==> src/rtl/sio_cfg_pkg.sv <==
package sio_cfg_pkg;

    localparam logic [7:0] REG_SEAL     = 8'h02;
    localparam logic [7:0] SEAL_VALUE   = 8'h02;
    localparam logic [7:0] REG_BANKSEL  = 8'h07;
    localparam logic [7:0] REG_ID_HI    = 8'h20;
    localparam logic [7:0] REG_ID_LO    = 8'h21;
    localparam logic [7:0] REG_REV      = 8'h22;
    localparam logic [7:0] BANK_FLOOR   = 8'h30;
    localparam logic [7:0] BANK_GPIO    = 8'h07;
    localparam logic [7:0] REG_BASE_HI  = 8'h62;
    localparam logic [7:0] REG_BASE_LO  = 8'h63;
    localparam logic [7:0] REG_SIMPLE0  = 8'hC0;
    localparam logic [7:0] REG_OE0      = 8'hC8;
    localparam logic [7:0] SEALED_READ  = 8'hFF;
    localparam int         KEY_LEN      = 4;

    typedef enum logic {
        SPACE_SEALED = 1'b0,
        SPACE_OPEN   = 1'b1
    } space_state_t;

    typedef struct packed {
        logic       wr_num;
        logic       wr_dat;
        logic       rd_num;
        logic       rd_dat;
        logic [7:0] data;
    } port_op_t;

    function automatic logic [7:0] key_byte(input logic [1:0] pos);
        case (pos)
            2'd0:    key_byte = 8'h87;
            2'd1:    key_byte = 8'h01;
            default: key_byte = 8'h55;
        endcase
    endfunction

endpackage

==> src/rtl/sio_key_gate.sv <==
module sio_key_gate
    import sio_cfg_pkg::*;
(
    input  logic       clk,
    input  logic       rst,
    input  port_op_t   op,
    input  logic [7:0] num_q,
    output logic       is_open
);

    localparam int          CNT_W    = $clog2(KEY_LEN);
    localparam logic [CNT_W-1:0] LAST_POS = CNT_W'(KEY_LEN - 1);

    space_state_t     state_q;
    logic [CNT_W-1:0] match_q;

    always_ff @(posedge clk) begin
        if (rst) begin
            state_q <= SPACE_SEALED;
            match_q <= '0;
        end else begin
            case (state_q)
                SPACE_SEALED: begin
                    if (op.wr_num) begin
                        if (op.data == key_byte(match_q)) begin
                            if (match_q == LAST_POS) begin
                                state_q <= SPACE_OPEN;
                                match_q <= '0;
                            end else begin
                                match_q <= match_q + CNT_W'(1);
                            end
                        end else if (op.data == key_byte(2'd0)) begin
                            match_q <= CNT_W'(1);
                        end else begin
                            match_q <= '0;
                        end
                    end
                end
                default: begin
                    if (op.wr_dat && num_q == REG_SEAL && op.data == SEAL_VALUE)
                        state_q <= SPACE_SEALED;
                end
            endcase
        end
    end

    assign is_open = (state_q == SPACE_OPEN);


    open_only_on_key_chk: assert property (@(posedge clk) disable iff (rst)
        $rose(is_open) |-> $past(op.wr_num && op.data == 8'h55));


    seal_only_on_code_chk: assert property (@(posedge clk) disable iff (rst)
        $fell(is_open) |-> $past(op.wr_dat && num_q == 8'h02 && op.data == 8'h02));

endmodule

==> src/rtl/sio_reg_bank.sv <==
module sio_reg_bank
    import sio_cfg_pkg::*;
#(
    parameter logic [15:0] CHIP_ID       = 16'hA51C,
    parameter logic [3:0]  REV           = 4'h3,
    parameter logic [15:0] BASE_RST      = 16'h0A00,
    parameter int          SIMPLE_GROUPS = 5,
    parameter int          OE_GROUPS     = 8,
    localparam int         SIMPLE_W      = 8 * SIMPLE_GROUPS,
    localparam int         OE_W          = 8 * OE_GROUPS
) (
    input  logic                clk,
    input  logic                rst,
    input  logic                wr_en,
    input  logic [7:0]          num,
    input  logic [7:0]          wdata,
    output logic [7:0]          rd_data,
    output logic [15:0]         base,
    output logic [SIMPLE_W-1:0] simple_bus,
    output logic [OE_W-1:0]     oe_bus
);

    logic [7:0]  banksel_q;
    logic [15:0] base_q;
    logic        in_gpio;

    assign in_gpio = (banksel_q == BANK_GPIO) && (num >= BANK_FLOOR);

    always_ff @(posedge clk) begin
        if (rst) begin
            banksel_q <= '0;
            base_q    <= BASE_RST;
        end else if (wr_en) begin
            if (num == REG_BANKSEL)
                banksel_q <= wdata;
            if (in_gpio && num == REG_BASE_HI)
                base_q[15:8] <= wdata;
            if (in_gpio && num == REG_BASE_LO)
                base_q[7:0] <= wdata;
        end
    end

    genvar g;
    generate
        for (g = 0; g < SIMPLE_GROUPS; g++) begin : g_simple
            localparam logic [7:0] MY_NUM = REG_SIMPLE0 + 8'(g);
            always_ff @(posedge clk) begin
                if (rst)
                    simple_bus[8*g +: 8] <= '0;
                else if (wr_en && in_gpio && num == MY_NUM)
                    simple_bus[8*g +: 8] <= wdata;
            end
        end
        for (g = 0; g < OE_GROUPS; g++) begin : g_oe
            localparam logic [7:0] MY_NUM = REG_OE0 + 8'(g);
            always_ff @(posedge clk) begin
                if (rst)
                    oe_bus[8*g +: 8] <= '0;
                else if (wr_en && in_gpio && num == MY_NUM)
                    oe_bus[8*g +: 8] <= wdata;
            end
        end
    endgenerate

    always_comb begin
        rd_data = 8'h00;
        case (num)
            REG_BANKSEL: rd_data = banksel_q;
            REG_ID_HI:   rd_data = CHIP_ID[15:8];
            REG_ID_LO:   rd_data = CHIP_ID[7:0];
            REG_REV:     rd_data = {4'h0, REV};
            default:     rd_data = 8'h00;
        endcase
        if (in_gpio) begin
            if (num == REG_BASE_HI) rd_data = base_q[15:8];
            if (num == REG_BASE_LO) rd_data = base_q[7:0];
            for (int s = 0; s < SIMPLE_GROUPS; s++)
                if (num == REG_SIMPLE0 + 8'(s)) rd_data = simple_bus[8*s +: 8];
            for (int o = 0; o < OE_GROUPS; o++)
                if (num == REG_OE0 + 8'(o)) rd_data = oe_bus[8*o +: 8];
        end
    end

    assign base = base_q;


    bank_hold_chk: assert property (@(posedge clk) disable iff (rst)
        !wr_en |=> ($stable(base) && $stable(simple_bus) && $stable(oe_bus)));


    bank_hidden_chk: assert property (@(posedge clk) disable iff (rst)
        (wr_en && banksel_q != 8'h07) |=> ($stable(base) && $stable(simple_bus) && $stable(oe_bus)));

endmodule

==> src/rtl/sio_cfg_port.sv <==
module sio_cfg_port
    import sio_cfg_pkg::*;
#(
    parameter logic [15:0] NUM_PORT      = 16'h002E,
    parameter logic [15:0] DAT_PORT      = 16'h002F,
    parameter logic [15:0] CHIP_ID       = 16'hA51C,
    parameter logic [3:0]  REV           = 4'h3,
    parameter logic [15:0] BASE_RST      = 16'h0A00,
    parameter int          SIMPLE_GROUPS = 5,
    parameter int          OE_GROUPS     = 8
) (
    input  logic                       clk,
    input  logic                       rst,
    input  logic                       io_wr,
    input  logic                       io_rd,
    input  logic [15:0]                io_addr,
    input  logic [7:0]                 io_wdata,
    output logic [7:0]                 io_rdata,
    output logic [15:0]                gpio_base,
    output logic [8*SIMPLE_GROUPS-1:0] gpio_simple_en,
    output logic [8*OE_GROUPS-1:0]     gpio_out_en
);

    port_op_t   op;
    logic       is_open;
    logic [7:0] num_q;
    logic [7:0] bank_rd;

    always_comb begin
        op.wr_num = io_wr && (io_addr == NUM_PORT);
        op.wr_dat = io_wr && (io_addr == DAT_PORT);
        op.rd_num = io_rd && (io_addr == NUM_PORT);
        op.rd_dat = io_rd && (io_addr == DAT_PORT);
        op.data   = io_wdata;
    end

    sio_key_gate u_gate (
        .clk     (clk),
        .rst     (rst),
        .op      (op),
        .num_q   (num_q),
        .is_open (is_open)
    );

    sio_reg_bank #(
        .CHIP_ID       (CHIP_ID),
        .REV           (REV),
        .BASE_RST      (BASE_RST),
        .SIMPLE_GROUPS (SIMPLE_GROUPS),
        .OE_GROUPS     (OE_GROUPS)
    ) u_bank (
        .clk        (clk),
        .rst        (rst),
        .wr_en      (op.wr_dat && is_open),
        .num        (num_q),
        .wdata      (io_wdata),
        .rd_data    (bank_rd),
        .base       (gpio_base),
        .simple_bus (gpio_simple_en),
        .oe_bus     (gpio_out_en)
    );

    always_ff @(posedge clk) begin
        if (rst) begin
            num_q    <= '0;
            io_rdata <= SEALED_READ;
        end else begin
            if (op.wr_num && is_open)
                num_q <= io_wdata;
            if (op.rd_num)
                io_rdata <= is_open ? num_q : SEALED_READ;
            else if (op.rd_dat)
                io_rdata <= is_open ? bank_rd : SEALED_READ;
        end
    end


    sealed_read_chk: assert property (@(posedge clk) disable iff (rst)
        ((io_rd && (io_addr == NUM_PORT || io_addr == DAT_PORT)) && !is_open)
        |=> io_rdata == 8'hFF);

endmodule

==> config.mk <==
export PLATFORM = sky130hd
export DESIGN_NAME = sio_cfg_port
export DESIGN_NICKNAME = d
export VERILOG_FILES = /design/src/rtl/sio_cfg_pkg.sv /design/src/rtl/sio_key_gate.sv /design/src/rtl/sio_reg_bank.sv /design/src/rtl/sio_cfg_port.sv
export SDC_FILE = /design/constraint.sdc
export NUM_CORES = 1
export LEC_CHECK = 0
export BUFFER_PORTS_ARGS = -buffer_cell sky130_fd_sc_hd__buf_2
export CELL_PAD_IN_SITES_DETAIL_PLACEMENT = 0
export CELL_PAD_IN_SITES_GLOBAL_PLACEMENT = 2
export CORE_ASPECT_RATIO = 1.75
export CORE_MARGIN = 2
export CORE_UTILIZATION = 33
export DETAILED_ROUTE_END_ITERATION = 10
export GPL_ROUTABILITY_DRIVEN = 0
export GPL_TIMING_DRIVEN = 0
export PLACE_DENSITY_LB_ADDON = 0.1
export SYNTH_ARGS = -nofsm -noshare
export SYNTH_HDL_FRONTEND = slang
export SYNTH_SLANG_ARGS = --single-unit
export TNS_END_PERCENT = 50
==> constraint.sdc <==
create_clock -name clk -period 4.9 [get_ports clk]
set_clock_uncertainty 0.05 [all_clocks]
set_input_delay 0.98 -clock clk [delete_from_list [all_inputs] [get_ports clk]]
set_output_delay 0.98 -clock clk [all_outputs]
set_load 0.03 [all_outputs]
==> flow_metrics.tcl, run 1 <==
set metrics [dict create \
    status "completed" \
    worstPathArrival_ns 4.09 \
    dr_total_vias 8088 \
    drv_slew 0 \
    grt_max_degree 17 \
    syn_avg_cell_area_um2 7.64 \
    r2r_cells 6 \
    worst_slack_ns 1.12 \
    ys.flop_type "dfxtp_1" \
    drt_iter0_drc 664 \
    grt.total_usage_pct 31.1 \
    syn2layout_area_growth_pct 23.4 \
    reg2reg_from "u_bank.banksel_q[1]" \
    drt_first_pass_iters 5 \
    power_frac_comb_pct 3.7 \
    grt_pass1_vias 7913 \
    cts_buffer_depth 2 \
    timing.final.crit_period_ns 3.78 \
    final-instance-count-excl-fill 1435 \
    wire_per_inst_um 25.1 \
    overflow 0 \
    drcViolationCount 0 \
    timing.hold.ws_ns 0.421 \
    synth_cell_types 71 \
    critPathLaunchType "input pin" \
    rsz0062_at_grt "no" \
    fin_nets 1159 \
    cts-buffers-inserted 17 \
    clkTransAtPathRegs_ns 0.06 \
    worstPathRequired_ns 5.21 \
    antenna_found_initial 0 \
    p_seq_share_pct 45.5 \
    initial_utilization_pct 33.3 \
    worstSetupPathType "input pin to flip-flop" \
    setup_viol 0 \
    reg2reg_slack_ns 1.51 \
    ant_nets 0 \
    min-delay-start "u_bank.simple_bus[34]" \
    netlist_area_um2 7310 \
    synthTopCellsByArea "dfxtp_1, nand2_1, a21oi_1" \
    synth_top_cell_area_share_pct 40.2 \
    core_um2 22000 \
    cts_tree "built" \
    synth_area_leader_cell "dfxtp_1" \
    min_delay_path_depth 2 \
    dp_slack_ns 0.700 \
    ios 156 \
    regToRegEndpoint "u_bank.simple_bus[12]" \
    switching_share_pct 24.2 \
    async_flop_share_pct 0 \
    switchingPower_uw 635 \
    ys_warn_count 0 \
    htreeDepth 4 \
    synth_edf_count 0 \
    routed_wl_um 36000 \
    synthCells 957 \
    ys_ff_latch 147 \
    vdd_drop_max_mv 0.153 \
    root_buffer "clkbuf_16" \
    finalCritPeriodShare_pct 77.2 \
    p_leak_nw 3.43 \
    fmax_mhz 264 \
    relSlewSlack_pct 26.8 \
    ctsHoldBuffers 0 \
    clkPwrFrac_pct 50.8 \
    place_inst 1403 \
    avgViaCountPerCell 5.64 \
    hold_end "u_bank.simple_bus[34]" \
    maxCapViolCount 0 \
    finalHoldViolCount 0 \
    die_x_um 117 \
    seq_area_frac_synth_pct 40.2 \
    synthesis.nets 990 \
    io_buffers 150 \
    ys_top_cells_by_count "nand2_1, dfxtp_1, nor2_1" \
    die_h_um 201 \
    power.internal_mw 1.99 \
    drive_gt1_share_pct 18.5 \
    hpwl_um 26900 \
    hold_path.class "flip-flop to flip-flop" \
    clk_latency_ns 0.44 \
    critPathMaxFanout 10 \
    cts_setup_buffers 0 \
    post_cts_resized 0 \
    row_count 72 \
    powerDensity_nw_per_um2 291 \
    tightest_slew_ns 1.10 \
    num_antenna_cells 0 \
    grt_pass1_wl_um 52600 \
    tns_ns 0 \
    die_area_um2 23400 \
    yosysMostFrequentCell "nand2_1" \
    cts.sinks 147 \
    cp-end-kind "flip-flop" \
]
worst max-delay path by stage:
stage,from,endpoint,slack (ns)
floorplan,io_addr[4],u_bank.oe_bus[46],2.06
global placement,io_addr[4],u_bank.oe_bus[2],0.68
detailed placement,io_addr[4],u_bank.oe_bus[6],0.70
CTS,io_addr[4],u_bank.oe_bus[4],1.14
global route,io_addr[4],u_bank.simple_bus[23],0.90
finish,io_addr[4],u_bank.oe_bus[4],1.12
per-layer routing:
metal / global-route usage [%] / part of all wire [%]
met5: 0 / 0
met4: 16.0 / 5.3
met3: 4.62 / 5.3
met2: 51.7 / 50
met1: 38.2 / 40
placed cells by master, fill, tap and decap left out, types with 6 or more instances in the layout:
cell	n
mux2i_1	53
clkbuf_1	52
nand2b_1	8
dfxtp_1	147
nor3_1	30
clkbuf_16	17
o221ai_1	7
o21ai_0	33
buf_2	156
o211ai_1	6
nor2_1	114
nor4b_1	6
o22ai_1	14
or3_1	13
nand2_1	207
nand3_1	19
a22oi_1	10
a21oi_1	110
inv_1	9
a31oi_1	9
layout make-up:
class,count,area (µm²)
clock inverter,11,129
sequential,147,2940
multi-input combinational,742,4110
fill,2454,13000
inverter,9,33.8
timing repair buffer,150,751
buffer,59,229
tap,296,370
clock buffer,21,460
logic make-up after synthesis:
family          synth area share [%]
compound gates                  19.1
fa+ha+maj                      0.855
simple gates                    28.7
xor+xnor                       0.120
mux                             7.41
buf+inv                         3.59
flops                           40.2
power by group through the flow:
| stage | clock network, mW | logic, mW | registers (mW) |
|---|---|---|---|
| 2_1_floorplan | 0 | 0.0381 | 1.22 |
| 3_3_place_gp | 0 | 0.0965 | 1.22 |
| 3_5_place_dp | 0 | 0.0956 | 1.22 |
| 4_1_cts | 1.35 | 0.0960 | 1.19 |
| 5_1_grt | 1.40 | 0.0995 | 1.19 |
| 6_report | 1.34 | 0.0966 | 1.19 |
registers in the layout, indices dropped and copies added (netlist names):
signal             count
io_rdata               8
num_q                  8
u_bank.banksel_q       8
u_bank.base           16
u_bank.oe_bus         64
u_bank.simple_bus     40
u_gate.is_open         1
u_gate.match_q         2
through the flow:
step	power (mW)	util (%)	area, µm²
6_report	2.63	41.1	9020
5_1_grt	2.70	41.1	9020
4_1_cts	2.64	41.1	9020
3_5_place_dp	1.32	38.4	8440
3_3_place_gp	1.32	38.4	8440
2_1_floorplan	1.26	-	7310
critical path: stages:
cell     delay, ns
buf_2         0.11
nor4b_1       0.56
nand4_1       0.67
nor2_2        0.54
nand2_2       0.35
nor2_1        0.58
nand2_1       0.11
a21oi_1       0.18
Note: power is estimated with default switching activity, not from simulation.
==> run 2: changes to the inputs <==
--- a/config.mk
+++ b/config.mk
@@ -10,7 +10,7 @@
 export CELL_PAD_IN_SITES_GLOBAL_PLACEMENT = 2
 export CORE_ASPECT_RATIO = 1.75
 export CORE_MARGIN = 2
-export CORE_UTILIZATION = 33
+export CORE_UTILIZATION = 28
 export DETAILED_ROUTE_END_ITERATION = 10
 export GPL_ROUTABILITY_DRIVEN = 0
 export GPL_TIMING_DRIVEN = 0
==> constraint.sdc (replaced) <==
create_clock -name clk -period 3.2 [get_ports clk]
set_clock_uncertainty 0.05 [all_clocks]
set_input_delay 0.64 -clock clk [delete_from_list [all_inputs] [get_ports clk]]
set_output_delay 0.64 -clock clk [all_outputs]
set_load 0.03 [all_outputs]
==> run 2 against run 1 <==
  * Via count decreased by 1.5%
  * Critical path depth is the same
  * Die area up 17%
  * Sequential share of layout area decreased by 0.27 points
  * Cell area grew 0.85%
  * Clock-buffer cell count decreased by 2
  * Setup slack got worse by 1.0 ns
  * Largest power group unchanged
  * Highest routed layer unchanged
==> flow_metrics.tcl, run 2 (synthesis gave the netlist of run 1 again) <==
set metrics [dict create \
    status "completed" \
    grt_pass1_vias 7749 \
    htreeDepth 4 \
    met1_length_um 15200 \
    maxCapViolCount 0 \
    reg2reg_from "num_q[1]" \
    min_delay_path_depth 2 \
    r2r_cells 8 \
    drt_iter0_drc 508 \
    overflow 0 \
    critPathMaxFanout 10 \
    cts_buffer_depth 2 \
    top_register "u_bank.oe_bus" \
    worstSetupPathType "flip-flop to flip-flop" \
    drt_first_pass_iters 5 \
    wire_per_inst_um 26.2 \
    num_antenna_cells 0 \
    dp_slack_ns -0.706 \
    critPathLaunchType "flip-flop" \
    root_buffer "clkbuf_16" \
    hold_end "u_bank.base[14]" \
    final_common_cell "nand2_1" \
    relSlewSlack_pct 29.7 \
    ios 156 \
    dr_total_vias 7967 \
    timing.hold.ws_ns 0.421 \
    finalHoldViolCount 0 \
    initial_utilization_pct 28.4 \
    core_um2 25800 \
    layout_common_cells "nand2_1, buf_2, dfxtp_1, nor2_1, a21oi_1" \
    die_x_um 126 \
    powerDensity_nw_per_um2 454 \
    avgViaCountPerCell 5.46 \
    worst_slack_ns 0.111 \
    cts-buffers-inserted 17 \
    worstPathRequired_ns 3.54 \
    syn2layout_area_growth_pct 24.4 \
    wl_met3_um 1710 \
    grt.total_usage_pct 27.4 \
    drcViolationCount 0 \
    die_area_um2 27500 \
    worstPathArrival_ns 3.43 \
    grt_pass1_wl_um 54300 \
    hpwl_um 28500 \
    row_count 78 \
    setup_viol 0 \
    largest_reg_flops 64 \
    antenna_found_initial 0 \
    fin_nets 1160 \
    cp-end-kind "flip-flop" \
    finalCritPeriodShare_pct 96.5 \
    rsz0062_at_grt "no" \
    clkTransAtPathRegs_ns 0.07 \
    timing.final.crit_period_ns 3.09 \
    ant_nets 0 \
    clk_latency_ns 0.47 \
    ctsHoldBuffers 0 \
    drv_slew 0 \
    cts_tree "built" \
    cts.sinks 147 \
    wl_met2_um 19200 \
    top_layer "met4" \
    grt_max_degree 17 \
    drive_gt1_share_pct 19.3 \
    io_buffers 150 \
    min-delay-start "u_bank.base[14]" \
    reg2reg_slack_ns 0.11 \
    fmax_mhz 324 \
    vdd_drop_max_mv 0.363 \
    die_h_um 218 \
    hold_path.class "flip-flop to flip-flop" \
    p_leak_nw 3.47 \
    regToRegEndpoint "io_rdata[5]" \
    routed_wl_um 38200 \
    tightest_slew_ns 1.05 \
]
[run 2: cell types whose count changed in the layout (fill, tap and decap cells not counted), sizes merged]
cell and delta:
buf +1, clkbuf -2, bufinv +1, clkinv +1
[run 2: worst max-delay path: stages (launching register included)]
cell,delay [ns]
dfxtp_1,0.34
clkbuf_1,0.29
nor4b_2,0.76
nand2_1,0.36
nor2_2,0.41
a22o_1,0.31
o211ai_1,0.13
a21o_1,0.20
a31oi_1,0.16
[run 2: worst max path at each step]
stage	slack, ns	endpoint	start
floorplan	0.70	u_bank.oe_bus[46]	io_addr[4]
finish	0.11	io_rdata[5]	num_q[1]
global route	0.02	io_rdata[5]	num_q[1]
global placement	-0.69	u_bank.oe_bus[1]	io_addr[4]
CTS	0.006	io_rdata[5]	num_q[1]
detailed placement	-0.71	u_bank.oe_bus[1]	io_addr[4]
[run 2: routing by layer]
layer | track usage, % | vias up
met5 | 0 | -
met4 | 16.3 | 0
met3 | 4.20 | 71
met2 | 47.3 | 295
met1 | 31.8 | 3866
li1 | - | 3735
[run 2: repair_timing]
item | 4_1_cts | 5_1_grt
buffers inserted | 1 | 0
pin swaps | 1 | 0
gates resized for setup | 3 | 5
setup endpoints to repair | 91 | 11
[run 2: cell type report]
| cell class | instances | area (µm²) |
|---|---|---|
| plain buffers | 59 | 231 |
| fillers | 2868 | 16700 |
| repair buffers | 151 | 758 |
| multi-input cells | 742 | 4130 |
| flip-flops and latches | 147 | 2940 |
| inverters | 9 | 33.8 |
| clock inverters | 13 | 156 |
| well taps | 320 | 400 |
| clock buffers | 19 | 453 |
[run 2: power breakdown]
group	internal, mW	switching, mW
Sequential	1.83	0.000000328
Combinational	0.0263	0.126
Clock	1.26	0.887
Total	3.12	1.01
[run 2: through the flow]
step | area (µm²) | power (mW) | utilization, % | TNS [ns] | instances
floorplan | 7310 | 1.93 | - | 0 | 957
global placement | 8470 | 2.02 | 32.9 | -54.99 | 1427
detailed placement | 8470 | 2.02 | 32.9 | -55.55 | 1427
CTS | 9090 | 4.16 | 35.3 | 0 | 1460
global route | 9100 | 4.22 | 35.3 | 0 | 1460
finish | 9100 | 4.13 | 35.3 | 0 | 1460
